<file path="src/rtl/lsq_pkg.sv">
// Shared helpers for the load/store order tracker.
// Assumes tags are issued in program order and that at most
// 2^(width-1) tags are in flight at once.
package lsq_pkg;

    // Returns 1 when tag a was issued before tag b (modular compare).
    function automatic logic tag_is_older(input logic [31:0] a,
                                          input logic [31:0] b,
                                          input int unsigned width);
        logic [31:0] d;
        d = (b - a) & ((32'd1 << width) - 32'd1);
        return (d != 32'd0) && (d[width-1] == 1'b0);
    endfunction

endpackage

</file>
<file path="src/rtl/lsq_slot_queue.sv">
// One pool of tag slots. Each cycle it can allocate into the lowest free
// slot and clear every slot whose tag matches the completion tag.
// Assumes the caller allocates only when has_room_o is 1, and never
// allocates and frees the same tag in one cycle.
// SIZE = 0 selects an unbounded pool: the storage then covers the whole
// tag window and full_o stays low.
module lsq_slot_queue #(
    parameter int unsigned SIZE  = 4,
    parameter int unsigned TAG_W = 4,
    localparam int unsigned SLOTS = (SIZE == 0) ? (1 << (TAG_W - 1)) : SIZE,
    localparam int unsigned IDX_W = (SLOTS > 1) ? $clog2(SLOTS) : 1,
    localparam int unsigned CNT_W = $clog2(SLOTS + 1)
) (
    input  logic                         clk,
    input  logic                         rst_n,
    input  logic                         alloc_en,
    input  logic [TAG_W-1:0]             alloc_tag,
    input  logic                         alloc_bar,
    input  logic                         free_en,
    input  logic [TAG_W-1:0]             free_tag,
    output logic [SLOTS-1:0]             valid_o,
    output logic [SLOTS-1:0][TAG_W-1:0]  tag_o,
    output logic [SLOTS-1:0]             bar_o,
    output logic                         has_room_o,
    output logic                         full_o,
    output logic                         empty_o
);

    logic [SLOTS-1:0]            valid_q;
    logic [SLOTS-1:0][TAG_W-1:0] tag_q;
    logic [SLOTS-1:0]            bar_q;
    logic [SLOTS-1:0]            clr;
    logic [IDX_W-1:0]            free_idx;
    logic [CNT_W-1:0]            occ;

    // Pick the lowest-numbered free slot for the next allocation.
    always_comb begin
        free_idx   = '0;
        has_room_o = 1'b0;
        for (int i = SLOTS - 1; i >= 0; i--) begin
            if (!valid_q[i]) begin
                free_idx   = IDX_W'(i);
                has_room_o = 1'b1;
            end
        end
    end

    // Mark the slots that the current completion releases.
    always_comb begin
        for (int i = 0; i < SLOTS; i++) begin
            clr[i] = free_en && valid_q[i] && (tag_q[i] == free_tag);
        end
    end

    // Slot state: allocation sets one slot, completion clears matches.
    always_ff @(posedge clk) begin
        if (!rst_n) begin
            valid_q <= '0;
            tag_q   <= '0;
            bar_q   <= '0;
        end else begin
            for (int i = 0; i < SLOTS; i++) begin
                if (alloc_en && (free_idx == IDX_W'(i))) begin
                    valid_q[i] <= 1'b1;
                    tag_q[i]   <= alloc_tag;
                    bar_q[i]   <= alloc_bar;
                end else if (clr[i]) begin
                    valid_q[i] <= 1'b0;
                    bar_q[i]   <= 1'b0;
                end
            end
        end
    end

    // Occupancy and status flags.
    always_comb begin
        occ     = CNT_W'($countones(valid_q));
        full_o  = (SIZE != 0) && (occ == CNT_W'(SIZE));
        empty_o = (occ == '0);
    end

    assign valid_o = valid_q;
    assign tag_o   = tag_q;
    assign bar_o   = bar_q;

    // the pool never takes an allocation when every slot is held.
    a_r3_no_overflow: assert property (@(posedge clk) disable iff (!rst_n)
        alloc_en |-> !(&valid_q));

    // occupancy grows by at most one per cycle.
    a_r3_occ_step: assert property (@(posedge clk) disable iff (!rst_n)
        1'b1 |=> (int'(occ) <= int'($past(occ)) + 1));

    generate
        for (genvar g = 0; g < SLOTS; g++) begin : g_slot_chk
            // an allocated slot holds the dispatched tag afterwards.
            a_r2_alloc_lands: assert property (@(posedge clk) disable iff (!rst_n)
                (alloc_en && free_idx == IDX_W'(g)) |=>
                    (valid_q[g] && tag_q[g] == $past(alloc_tag)));
            // a released slot is empty after the edge.
            a_r10_slot_freed: assert property (@(posedge clk) disable iff (!rst_n)
                (clr[g] && !(alloc_en && free_idx == IDX_W'(g))) |=> !valid_q[g]);
        end
    endgenerate

endmodule

</file>
<file path="src/rtl/lsq_age_scan.sv">
// Scans a pool against one query tag. It reports whether the tag is in
// the pool, whether that entry is a fence, and whether any older entry
// (or any older fence) is present. Purely combinational.
// Assumes tags within a pool are unique.
module lsq_age_scan #(
    parameter int unsigned SLOTS = 4,
    parameter int unsigned TAG_W = 4
) (
    input  logic [SLOTS-1:0]            valid_i,
    input  logic [SLOTS-1:0][TAG_W-1:0] tag_i,
    input  logic [SLOTS-1:0]            bar_i,
    input  logic [TAG_W-1:0]            q_tag,
    output logic                        hit_o,
    output logic                        hit_bar_o,
    output logic                        older_o,
    output logic                        older_bar_o
);
    import lsq_pkg::*;

    // Compare every held slot with the query tag in parallel.
    always_comb begin
        hit_o       = 1'b0;
        hit_bar_o   = 1'b0;
        older_o     = 1'b0;
        older_bar_o = 1'b0;
        for (int i = 0; i < SLOTS; i++) begin
            if (valid_i[i]) begin
                if (tag_i[i] == q_tag) begin
                    hit_o     = 1'b1;
                    hit_bar_o = hit_bar_o | bar_i[i];
                end else if (tag_is_older(32'(tag_i[i]), 32'(q_tag), TAG_W)) begin
                    older_o     = 1'b1;
                    older_bar_o = older_bar_o | bar_i[i];
                end
            end
        end
    end

endmodule

</file>
<file path="src/rtl/lsq_order_tracker.sv">
// Top of the load/store issue-order tracker. It combines a load pool and a
// store pool, and derives from them the dispatch acceptance and the
// issue-permission answer for one query tag per cycle.
// Assumes tags arrive in program order, that no more than 2^(TAG_W-1)
// are outstanding, and that a tag is never dispatched and completed in
// the same cycle.
module lsq_order_tracker #(
    parameter int unsigned LQ_SIZE  = 4,
    parameter int unsigned SQ_SIZE  = 4,
    parameter int unsigned TAG_W    = 4,
    parameter bit          NO_ALIAS = 1'b0,
    localparam int unsigned LQ_SLOTS = (LQ_SIZE == 0) ? (1 << (TAG_W - 1)) : LQ_SIZE,
    localparam int unsigned SQ_SLOTS = (SQ_SIZE == 0) ? (1 << (TAG_W - 1)) : SQ_SIZE
) (
    input  logic             clk,
    input  logic             rst_n,
    input  logic             disp_valid,
    input  logic [TAG_W-1:0] disp_tag,
    input  logic             disp_may_load,
    input  logic             disp_may_store,
    input  logic             disp_side_effect,
    output logic             disp_accept,
    input  logic [TAG_W-1:0] qry_tag,
    output logic             qry_ready,
    input  logic             done_valid,
    input  logic [TAG_W-1:0] done_tag,
    output logic             lq_full,
    output logic             sq_full,
    output logic             lq_empty,
    output logic             sq_empty
);

    logic [LQ_SLOTS-1:0]            lq_valid, lq_bar;
    logic [LQ_SLOTS-1:0][TAG_W-1:0] lq_tags;
    logic [SQ_SLOTS-1:0]            sq_valid, sq_bar;
    logic [SQ_SLOTS-1:0][TAG_W-1:0] sq_tags;
    logic lq_room, sq_room;
    logic lq_hit, lq_hit_bar, lq_older, lq_older_bar;
    logic sq_hit, sq_hit_bar, sq_older, sq_older_bar;
    logic ld_block, st_block;

    // Accept only when every pool the operation needs has a free slot.
    always_comb begin
        disp_accept = disp_valid
                    && (!disp_may_load  || lq_room)
                    && (!disp_may_store || sq_room);
    end

    lsq_slot_queue #(.SIZE(LQ_SIZE), .TAG_W(TAG_W)) u_lq (
        .clk(clk), .rst_n(rst_n),
        .alloc_en(disp_accept && disp_may_load), .alloc_tag(disp_tag),
        .alloc_bar(disp_side_effect),
        .free_en(done_valid), .free_tag(done_tag),
        .valid_o(lq_valid), .tag_o(lq_tags), .bar_o(lq_bar),
        .has_room_o(lq_room), .full_o(lq_full), .empty_o(lq_empty)
    );

    lsq_slot_queue #(.SIZE(SQ_SIZE), .TAG_W(TAG_W)) u_sq (
        .clk(clk), .rst_n(rst_n),
        .alloc_en(disp_accept && disp_may_store), .alloc_tag(disp_tag),
        .alloc_bar(disp_side_effect),
        .free_en(done_valid), .free_tag(done_tag),
        .valid_o(sq_valid), .tag_o(sq_tags), .bar_o(sq_bar),
        .has_room_o(sq_room), .full_o(sq_full), .empty_o(sq_empty)
    );

    lsq_age_scan #(.SLOTS(LQ_SLOTS), .TAG_W(TAG_W)) u_lq_scan (
        .valid_i(lq_valid), .tag_i(lq_tags), .bar_i(lq_bar), .q_tag(qry_tag),
        .hit_o(lq_hit), .hit_bar_o(lq_hit_bar),
        .older_o(lq_older), .older_bar_o(lq_older_bar)
    );

    lsq_age_scan #(.SLOTS(SQ_SLOTS), .TAG_W(TAG_W)) u_sq_scan (
        .valid_i(sq_valid), .tag_i(sq_tags), .bar_i(sq_bar), .q_tag(qry_tag),
        .hit_o(sq_hit), .hit_bar_o(sq_hit_bar),
        .older_o(sq_older), .older_bar_o(sq_older_bar)
    );

    // Load-side hold: a fence waits for older loads, younger loads wait
    // for older fences, and older stores hold loads unless no-alias is set.
    always_comb begin
        ld_block = lq_hit && ((lq_hit_bar && lq_older)
                              || lq_older_bar
                              || (!NO_ALIAS && sq_older));
    end

    // Store-side hold: every older load or store, fence or not, blocks.
    always_comb begin
        st_block = sq_hit && (sq_older || lq_older || sq_older_bar
                              || (sq_hit_bar && (sq_older || lq_older)));
    end

    // Issue permission for the queried tag.
    always_comb begin
        qry_ready = (lq_hit || sq_hit) && !ld_block && !st_block;
    end

    // acceptance implies a request was present.
    a_r2_accept_needs_req: assert property (@(posedge clk) disable iff (!rst_n)
        disp_accept |-> disp_valid);

    // an accepted store leaves the store pool non-empty.
    a_r2_store_occupies: assert property (@(posedge clk) disable iff (!rst_n)
        (disp_accept && disp_may_store && !done_valid) |=> !sq_empty);

    // a full pool is never reported empty.
    a_r3_full_not_empty: assert property (@(posedge clk) disable iff (!rst_n)
        (lq_full |-> !lq_empty) and (sq_full |-> !sq_empty));

    // a dispatch needing a full load pool is refused.
    a_r3_reject_when_full: assert property (@(posedge clk) disable iff (!rst_n)
        (lq_full && disp_may_load) |-> !disp_accept);

endmodule

</file>
<file path="config.mk">
export PLATFORM = sky130hd
export DESIGN_NAME = lsq_order_tracker
export DESIGN_NICKNAME = d
export VERILOG_FILES = /design/src/rtl/lsq_pkg.sv /design/src/rtl/lsq_slot_queue.sv /design/src/rtl/lsq_age_scan.sv /design/src/rtl/lsq_order_tracker.sv
export SDC_FILE = /design/constraint.sdc
export NUM_CORES = 1
export LEC_CHECK = 0
export BUFFER_PORTS_ARGS = -buffer_cell sky130_fd_sc_hd__buf_2
export CAP_MARGIN = 15
export CORE_ASPECT_RATIO = 1.25
export CORE_UTILIZATION = 57
export CTS_BUF_LIST = sky130_fd_sc_hd__clkbuf_4 sky130_fd_sc_hd__clkbuf_8
export CTS_CLUSTER_SIZE = 8
export DETAILED_ROUTE_END_ITERATION = 6
export GPL_ROUTABILITY_DRIVEN = 1
export HOLD_SLACK_MARGIN = 0.1
export PLACE_DENSITY = 0.8
export SETUP_SLACK_MARGIN = 0.15
export SYNTH_ARGS = -nofsm -noshare
export SYNTH_HDL_FRONTEND = slang
export SYNTH_SLANG_ARGS = --single-unit
</file>
<file path="constraint.sdc">
create_clock -name clk -period 4.4 [get_ports clk]
set_input_delay 0.22 -clock clk [delete_from_list [all_inputs] [get_ports clk]]
set_output_delay 0.22 -clock clk [all_outputs]
set_load 0.03 [all_outputs]
</file>
==> results of run 1 <==
==> logic make-up after synthesis <==
kind of cell               Yosys count
AOI/OAI and AO/OA                   79
xor gates and xnor gates            29
adders and majority gates           34
buffers and inverters               60
DFF                                 46
muxes                               27
and+or+nand+nor                    151
==> registers in the layout (all words and copies together) (netlist names) <==
signal	cells
u_sq.tag_o	16
u_lq.bar_o	4
u_lq.valid_o	4
u_lq.tag_o	16
u_sq.bar_o	2
u_sq.valid_o	4
==> worst max-delay path: cells and delay by family (launching register included) <==
kind                     cells  cell delay [ps]
adder cells (fa/ha/maj)      1              320
flip-flops                   1              380
buffers and inverters        2              290
AND/OR/NAND/NOR              2              250
AO/OA/AOI/OAI                5             1280
==> stage by stage <==
step	hold slack, ps	area, µm²	worst slack (ps)
after CTS	278	3780	1380
after detailed placement	485	3680	1670
after global routing	293	3780	1170
after global placement	477	3680	1720
final	282	3780	1350
after floorplan	365	3550	1780
==> cells in the mapped netlist (all sizes together) (7+ instances only) <==
cell and count:
xor2 15, a21boi 8, nor2b 40, o22ai 9, mux2i 27, nand2b 7
nor2 10, nor3 11, xnor2 14, dfxtp 46, o21ai 13, inv 40
clkbuf 16, a21oi 17, nand4 10, nand2 28, ha 32, nand3 19
o211ai 7
==> layout make-up <==
type	count	area, µm²
Clock buffer	7	90.1
Clock inverter	1	5.00
Fill cell	520	2120
Inverter	40	150
Multi-Input combinational cell	320	2390
Sequential cell	46	921
Tap cell	82	103
Timing Repair Buffer	24	120
==> routing by layer <==
metal / vias to the layer above / track usage [%] / wire length (µm)
met1: 1499 / 34.3 / 3600
met3: 33 / 4.04 / 417
li1: 1517 / - / -
met5: - / 0 / 0
met4: 0 / 13.4 / 356
met2: 93 / 47.0 / 4370
==> power by group <==
part           switching, mW  internal [mW]  leakage, nW
logic                  0.101         0.0697         1.04
clock network          0.143          0.133       0.0517
registers             0.0120          0.424        0.372
==> worst max path at each step <==
stage | end | slack [ps] | cells past startpoint
detailed placement | qry_ready | 1670 | 10
finish | qry_ready | 1350 | 10
floorplan | qry_ready | 1780 | 9
CTS | qry_ready | 1380 | 10
global route | qry_ready | 1170 | 10
global placement | qry_ready | 1720 | 10
==> flow_summary_export.csv, run 1 <==
group,metric,value,unit
global_routing,grt_max_degree,47,
power_and_ir_drop,vdd_drop_max,0.162,mV
clocking,post_cts_buffers,0,
setup_path,max_stage_delay,380,ps
layout,nNetsFinal,490,
floorplanning,row_count,31,
floorplanning,die_y,90.2,µm
job,cap_violations,0,
logic_synthesis,synthArstFlopShare,0,%
clocking,cts_buffers,5,
routing,wl,8740,µm
setup_path,cp_max_fo,5,
min_path,worst_hold_path_type,"primary input to flip-flop",
clocking,clockBufferDepth,2,
clocking,clkSinkCount,46,
logic_synthesis,synth_top_family_by_area,"simple AND/OR/NAND/NOR gates",
setup_path,startpoint,"u_lq.tag_o[10]$_SDFFE_PN0P_",
clocking,tritoncts,"yes",
setup_path,critPathSlowestCell,"dfxtp_1",
global_routing,grt_pass1_wl,14200,µm
clocking,cts.clk_slew.worst_paths,90,ps
timing,fin_crit_sh,69.3,%
run_status,status,"finished, final reports clean",
setup_path,path_cells,"inv_1, ha_1, nor2b_1, a221oi_1, nor3_1, a31o_2, a311oi_1, o2111ai_1, a221oi_2, buf_2",
setup_path,cp-start-kind,"flip-flop",
layout,areaGrowthSynthToFinish,6.53,%
routing,drtPass1Iterations,4,
floorplanning,fp.dieW,72.5,µm
power_and_ir_drop,p_leak,1.46,nW
routing,num_vias,3142,
routing,route.detailed.drc,0,
logic_synthesis,yosysWarnings,0,
power_and_ir_drop,cellPowerDensity,234,nW/µm²
logic_synthesis,synth_top_cell_by_area,"dfxtp_1",
placed_design,gp_congestion,0.984,
logic_synthesis,synth_edf_count,0,
logic_synthesis,synth_cell_types,53,
placed_design,io_buffers,24,
logic_synthesis,synth_compound_area_share,15.6,%
clocking,ctsResizeCount,0,
power_and_ir_drop,p_total,0.883,mW
routing,postRouteAntennaNets,0,
setup_path,rr_worst_depth,6,
setup_path,setup.worst_path.end_class,"primary output",
layout,drive_above_1_share,10.0,%
setup_path,worstSetupPathType,"flip-flop to primary output",
layout,antenna_cells,0,
timing,max_slew_margin,36.6,%
setup_path,arrival,2830,ps
layout,stdcell_count,520,
min_path,min_path_cells,3,
clocking,hold_buffers,0,
logic_synthesis,synth.yosys.seq_area_share,26.0,%
floorplanning,die-area,6540,µm²
floorplanning,core_area,5900,µm²
global_routing,grt_pass1_vias,2996,
layout,layout_commonest_cell,"dfxtp_1",
logic_synthesis,synthCells,426,
setup_path,timing.rr.start,"u_lq.valid_o[2]$_SDFFE_PN0P_",
setup_path,rr_endpoint,"u_sq.bar_o[3]$_SDFFE_PN0P_",
floorplanning,start_util,60.1,%
logic_synthesis,synth_area_leaders,"dfxtp_1, ha_1, mux2i_1",
timing,hold_viol_final,0,
setup_path,worstPathRequired,4180,ps
routing,drt_iter0_markers,209,
timing,drv_slew,0,
logic_synthesis,yosysTopAreaCellShare,26.0,%
logic_synthesis,avgSynthCellArea,8.32,µm²
logic_synthesis,synth-adder-area-share,12.4,%
layout,mostFrequentLayoutCells,"dfxtp_1, inv_1, nor2b_1",
timing,clock_skew,11.5,ps
global_routing,grt-ovfl-total,0,
min_path,holdPathEnd,"u_lq.tag_o[3]$_SDFFE_PN0P_",
logic_synthesis,synth-main-ff-cell,"dfxtp_1",
clocking,clockRootBuffer,"clkbuf_8",
logic_synthesis,synth_simple_gate_area_share,24.3,%
timing,tns,0,ps
routing,wl_per_cell,16.8,µm
logic_synthesis,ys_seq_elements,46,
layout,utilization,64.1,%
logic_synthesis,synth-xor-area-share,7.37,%
global_routing,antenna_found_initial,0,
floorplanning,ioPinCount,25,
logic_synthesis,synth_nets,479,
min_path,hp-start,"disp_tag[3]",
clocking,clk_latency,300,ps
logic_synthesis,syn-cell-area,3550,µm²
global_routing,globalRouteTotalUtil,28.0,%
timing,fmax,0.328,GHz
logic_synthesis,synthMuxAreaShare,7.62,%
setup_path,rrSetupSlack,2000,ps
placed_design,hpwl,6410,µm
placed_design,dp.cells,512,
timing,period_minus_slack,3050,ps
timing,finalSetupViolations,0,
routing,drt-vias-per-instance,6.04,
timing,rsz0062_at_grt,"false",
timing,worst_pin_slew,943,ps
clocking,htree_levels,2,
No activity file was read; power rests on OpenSTA's default activity.
==> run 2: changes to the inputs <==
PLACE_DENSITY = 0.83   (was 0.8)
clock period = 2.7 ns   (was 4.4 ns; I/O delays follow)
==> run 2 against run 1 <==
Against the previous run:
- total power increased by 65%
- global-route usage increased by 2.0 points
- core utilization increased by 2.3 points
- sequential power increased by 62%
- critical path type unchanged
- critical endpoint unchanged
- largest power group unchanged
==> flow_summary_export.csv, run 2 (synthesis gave the netlist of run 1 again) <==
group,metric,value,unit
run_status,status,"finished, final reports clean",
power_and_ir_drop,sequentialPowerShare,48.3,%
global_routing,grt_pass1_wl,15200,µm
setup_path,setup.worst_path.end_class,"primary output",
setup_path,critical-path-top-delay-family,"compound AO/OA/AOI/OAI gates",
layout,regArea,928,µm²
power_and_ir_drop,p_leak,1.51,nW
global_routing,grt-ovfl-total,0,
routing,dr_wl_met2,4480,µm
timing,timing.hold.ws,195,ps
timing,fmax,0.372,GHz
layout,multi_input_area,2480,µm²
setup_path,cp_max_fo,5,
setup_path,rr_endpoint,"u_sq.tag_o[9]$_SDFFE_PN0P_",
layout,n_fill_cell,517,
clocking,clockBufferDepth,2,
floorplanning,start_util,60.1,%
timing,finalSetupViolations,0,
layout,utilization,66.4,%
timing,fin_crit_sh,99.7,%
global_routing,grt_pass1_vias,3244,
global_routing,antenna_found_initial,0,
routing,drt_iter0_markers,256,
setup_path,rr_worst_depth,6,
routing,route.detailed.drc,0,
layout,finalInstanceArea,3910,µm²
routing,postRouteAntennaNets,0,
placed_design,hpwl,6470,µm
routing,num_vias,3183,
timing,worst_pin_slew,705,ps
floorplanning,row_count,31,
layout,drive_above_1_share,14.9,%
clocking,tritoncts,"yes",
power_and_ir_drop,cellPowerDensity,374,nW/µm²
layout,stdcell_count,525,
setup_path,arrival,2560,ps
layout,mostFrequentLayoutCells,"nor2b_1, dfxtp_1, inv_1",
setup_path,timing.rr.start,"u_lq.valid_o[2]$_SDFFE_PN0P_",
clocking,clockRootBuffer,"clkbuf_8",
placed_design,gp_congestion,0.926,
routing,wl,9140,µm
setup_path,critPathSlowestCell,"dfxtp_2",
routing,wl_met3,517,µm
layout,antenna_cells,0,
clocking,hold_buffers,0,
global_routing,grt_max_degree,47,
routing,drt-vias-per-instance,6.06,
power_and_ir_drop,clkPwrFrac,30.7,%
clocking,cts_buffers,5,
setup_path,path_cells,"inv_1, ha_4, nor2b_1, a221oi_2, nor3_1, a31o_2, a311oi_2, o2111ai_2, a221oi_2, buf_4",
placed_design,postPlaceCellArea,3710,µm²
min_path,worst_hold_path_type,"primary input to flip-flop",
setup_path,max_stage_delay,330,ps
floorplanning,ioPinCount,25,
setup_path,cp-start-kind,"flip-flop",
power_and_ir_drop,power.net_switching,0.427,mW
setup_path,worstPathRequired,2570,ps
min_path,min_path_cells,3,
layout,areaGrowthSynthToFinish,10.3,%
floorplanning,core_area,5900,µm²
floorplanning,die_y,90.2,µm
timing,period_minus_slack,2690,ps
placed_design,io_buffers,24,
setup_path,path_buf_inv,2,
floorplanning,fp.dieW,72.5,µm
setup_path,rrSetupSlack,540,ps
routing,highest_layer,"met4",
setup_path,worstSetupPathType,"flip-flop to primary output",
timing,drv_slew,0,
power_and_ir_drop,p_sw_share,29.2,%
clocking,clkSinkCount,46,
power_and_ir_drop,combPwrFrac,21.0,%
clocking,clk_latency,300,ps
min_path,holdPathEnd,"u_lq.tag_o[3]$_SDFFE_PN0P_",
floorplanning,die-area,6540,µm²
power_and_ir_drop,internal_power,1.03,mW
routing,wl_per_cell,17.4,µm
timing,clock_skew,14.9,ps
min_path,hp-start,"disp_tag[3]",
timing,hold_viol_final,0,
routing,drtPass1Iterations,5,
global_routing,globalRouteTotalUtil,30.0,%
placed_design,dp.cells,516,
timing,rsz0062_at_grt,"true",
routing,route.layer.met1.wl,3740,µm
timing,max_slew_margin,52.6,%
layout,nNetsFinal,495,
setup_path,cpMostUsedCell,"a221oi_2",
power_and_ir_drop,vdd_drop_max,0.353,mV
clocking,cts.clk_slew.worst_paths,90,ps
job,cap_violations,0,
clocking,htree_levels,2,
==> run 2: cell count changes in the layout (fill, tap and decap cells not counted), moves of 3 or more <==
cell     change
dfxtp_2      +6
dfxtp_1      -6
o22ai_2      +3
ha_1         -4
buf_4        +6
o22ai_1      -3
ha_4         +4
==> run 2: metal layers <==
metal / vias to the layer above / global-route usage, %
met4: 0 / 16.7
met3: 42 / 4.93
met5: - / 0
li1: 1535 / -
met2: 115 / 50.5
met1: 1491 / 35.3
==> run 2: worst max path at each step <==
| stage | cells after the start | to | from |
|---|---|---|---|
| final | 10 | qry_ready | u_lq.tag_o[10]$_SDFFE_PN0P_ |
| after global routing | 10 | qry_ready | u_lq.tag_o[6]$_SDFFE_PN0P_ |
| after CTS | 10 | qry_ready | u_lq.tag_o[6]$_SDFFE_PN0P_ |
| after detailed placement | 10 | qry_ready | u_lq.tag_o[10]$_SDFFE_PN0P_ |
| after global placement | 10 | qry_ready | u_lq.tag_o[10]$_SDFFE_PN0P_ |
| after floorplan | 9 | qry_ready | u_lq.tag_o[10]$_SDFFE_PN0P_ |
==> run 2: timing repair <==
action	4_1_cts	5_1_grt
pin swaps	9	0
resized for setup	18	2
setup buffers	1	0
setup endpoints to repair	1	2
==> run 2: power groups by stage <==
| stage | registers (mW) | logic, mW | clock network, mW |
|---|---|---|---|
| after floorplan | 0.716 | 0.213 | 0 |
| after global placement | 0.721 | 0.271 | 0 |
| after detailed placement | 0.721 | 0.282 | 0 |
| after CTS | 0.705 | 0.301 | 0.447 |
| after global routing | 0.708 | 0.334 | 0.475 |
| final | 0.706 | 0.308 | 0.448 |
==> run 2: cell type report <==
class | count | share of cell area, %
clock buffer | 7 | 2.30
clock inverter | 1 | 0.128
inverter | 40 | 3.84
multi-input combinational | 320 | 63.3
sequential | 46 | 23.7
tap | 82 | 2.62
timing repair buffer | 29 | 4.09
==> run 2: worst register-to-register path: stages, from the launching register on <==
cell and delay, ps:
dfxtp_1 430, ha_1 340, nand4_1 160, nand3_1 220
nor4_2 590, mux2i_1 260, nor2b_1 60
==> run 2: stage by stage <==
step | total power, mW | setup TNS (ps) | setup slack, ps
2_1_floorplan | 0.929 | 0 | 167
3_3_place_gp | 0.992 | 0 | 179
6_report | 1.46 | 0 | 9.08
4_1_cts | 1.45 | 0 | 63.6
3_5_place_dp | 1.00 | 0 | 105
5_1_grt | 1.52 | -113 | -113
==> run 3: changes to the inputs <==
BUFFER_PORTS_ARGS = -buffer_cell sky130_fd_sc_hd__buf_4   (was -buffer_cell sky130_fd_sc_hd__buf_2)
==> run 3 against run 2 <==
Against the previous run:
- design area up 2.1%
- critical path type unchanged
- setup slack better by 3.0 ps
- non-clock buffer count unchanged
==> flow_summary_export.csv, run 3 (synthesis gave the netlist of run 1 again) <==
group,metric,value,unit
clocking,clk_latency,300,ps
min_path,min_path_cells,3,
timing,period_minus_slack,2690,ps
min_path,worst_hold_path_type,"primary input to flip-flop",
layout,layout_commonest_cell,"dfxtp_1",
setup_path,arrival,2550,ps
routing,wl_per_cell,17.3,µm
layout,n_fill_cell,488,
global_routing,antenna_found_initial,0,
clocking,htree_levels,2,
layout,drive_above_1_share,14.9,%
global_routing,grt_pass1_wl,14700,µm
floorplanning,row_count,31,
layout,areaGrowthSynthToFinish,12.7,%
routing,route.detailed.drc,0,
timing,max_slew_margin,51.4,%
routing,drt-vias-per-instance,6.09,
power_and_ir_drop,p_leak,1.53,nW
routing,drtPass1Iterations,5,
placed_design,io_buffers,24,
clocking,clockBufferDepth,2,
setup_path,crit_cells,10,
setup_path,rrSetupSlack,490,ps
global_routing,grt_pass1_vias,3144,
placed_design,gp_congestion,0.936,
global_routing,use_met3,4.93,%
min_path,holdPathEnd,"u_lq.tag_o[3]$_SDFFE_PN0P_",
clocking,cts_buffers,5,
timing,fin_crit_sh,99.6,%
routing,postRouteAntennaNets,0,
timing,clock_skew,10.5,ps
setup_path,path_cells,"inv_2, ha_4, nor2b_1, a221oi_2, xor2_1, o22ai_2, a311oi_2, o2111ai_1, a221oi_2, buf_4",
min_path,hp-start,"disp_tag[3]",
floorplanning,die_y,90.2,µm
clocking,clkSinkCount,46,
timing,fin_ws,12.0,ps
placed_design,postPlaceCellArea,3770,µm²
setup_path,cp_max_fo,6,
placed_design,hpwl,6510,µm
power_and_ir_drop,vdd_drop_max,0.310,mV
timing,drv_slew,0,
global_routing,grt.met2_usage,52.4,%
clocking,tritoncts,"yes",
global_routing,grt-ovfl-total,0,
floorplanning,die-area,6540,µm²
setup_path,worstSetupPathType,"flip-flop to primary output",
timing,tns,0,ps
timing,hold_viol_final,0,
layout,finalInstanceArea,4000,µm²
timing,worst_pin_slew,722,ps
setup_path,rr_endpoint,"u_sq.tag_o[8]$_SDFFE_PN0P_",
clocking,cts.clk_slew.worst_paths,90,ps
timing,fmax,0.372,GHz
floorplanning,start_util,60.1,%
floorplanning,core_area,5900,µm²
floorplanning,ioPinCount,25,
setup_path,setup.worst_path.end_class,"primary output",
layout,antenna_cells,0,
layout,mostFrequentLayoutCells,"dfxtp_1, nor2b_1, inv_1",
global_routing,grt_max_degree,47,
setup_path,critPathSlowestCell,"dfxtp_2",
setup_path,cp-start-kind,"flip-flop",
timing,rsz0062_at_grt,"true",
routing,num_vias,3192,
run_status,status,"finished, final reports clean",
placed_design,place_ws,57.0,ps
timing,finalSetupViolations,0,
routing,drt_iter0_markers,248,
power_and_ir_drop,p_total,1.55,mW
setup_path,timing.rr.start,"u_lq.valid_o[2]$_SDFFE_PN0P_",
power_and_ir_drop,cellPowerDensity,389,nW/µm²
clocking,clockRootBuffer,"clkbuf_8",
setup_path,path_buf_inv,2,
global_routing,globalRouteTotalUtil,29.2,%
floorplanning,fp.dieW,72.5,µm
setup_path,cpMostUsedCell,"a221oi_2",
setup_path,rr_worst_depth,6,
layout,utilization,67.8,%
global_routing,grt_util_met1,31.8,%
routing,wl,9080,µm
job,cap_violations,0,
setup_path,max_stage_delay,350,ps
global_routing,busiest_layer,"met2",
setup_path,worstPathRequired,2570,ps
layout,nNetsFinal,495,
setup_path,critical-path-top-delay-family,"compound AO/OA/AOI/OAI gates",
run 3: cell types whose count changed in the layout (fill, tap and decap cells not counted), sizes merged:
| cell | previous run | this run |
|---|---|---|
| bufinv | 0 | 1 |
| clkinv | 1 | 0 |
| clkbuf | 7 | 6 |
run 3: worst max path at each step:
| stage | from | end | slack, ps |
|---|---|---|---|
| 3_3_place_gp | u_lq.tag_o[10]$_SDFFE_PN0P_ | qry_ready | 200 |
| 6_report | u_lq.tag_o[6]$_SDFFE_PN0P_ | qry_ready | 10 |
| 3_5_place_dp | u_lq.tag_o[10]$_SDFFE_PN0P_ | qry_ready | 60 |
| 5_1_grt | u_lq.tag_o[10]$_SDFFE_PN0P_ | qry_ready | -140 |
| 2_1_floorplan | u_lq.tag_o[10]$_SDFFE_PN0P_ | qry_ready | 170 |
| 4_1_cts | u_lq.tag_o[6]$_SDFFE_PN0P_ | qry_ready | 50 |
run 3: final cells by class:
| cell class | count | area, µm² | area share (%) |
|---|---|---|---|
| Inverter | 40 | 150 | 3.76 |
| Sequential cell | 46 | 927 | 23.2 |
| Timing Repair Buffer | 29 | 218 | 5.45 |
| Clock inverter | 1 | 30.0 | 0.751 |
| Multi-Input combinational cell | 320 | 2490 | 62.2 |
| Clock buffer | 6 | 82.6 | 2.07 |
| Tap cell | 82 | 103 | 2.57 |
run 3: stage by stage:
step,std cells,hold slack (ps)
2_1_floorplan,426,280
3_3_place_gp,516,462
3_5_place_dp,516,473
4_1_cts,524,153
5_1_grt,524,168
6_report,524,157
run 3: metal layers:
| layer | up-vias | part of all wire, % |
|---|---|---|
| met2 | 121 | 51 |
| met1 | 1505 | 40 |
| met4 | 0 | 4.1 |
| li1 | 1531 | - |
| met3 | 35 | 5.5 |
| met5 | - | 0 |
run 3: what timing repair did:
action / in CTS / in global routing
endpoints found under the setup margin: 1 / 1
hold buffers: 0 / 0
resized for setup: 20 / 0
pin swaps: 10 / 0
setup buffers: 1 / 0
run 3: where the power goes:
group          internal [mW]  switching (mW)  total [mW]
Clock                  0.296           0.234       0.531
Sequential             0.691          0.0165       0.708
Combinational          0.138           0.178       0.316
run 3: worst min-delay path, cell delays in order:
cell	delay (ps)
buf_4	160
nand2_1	60
a21boi_0	60
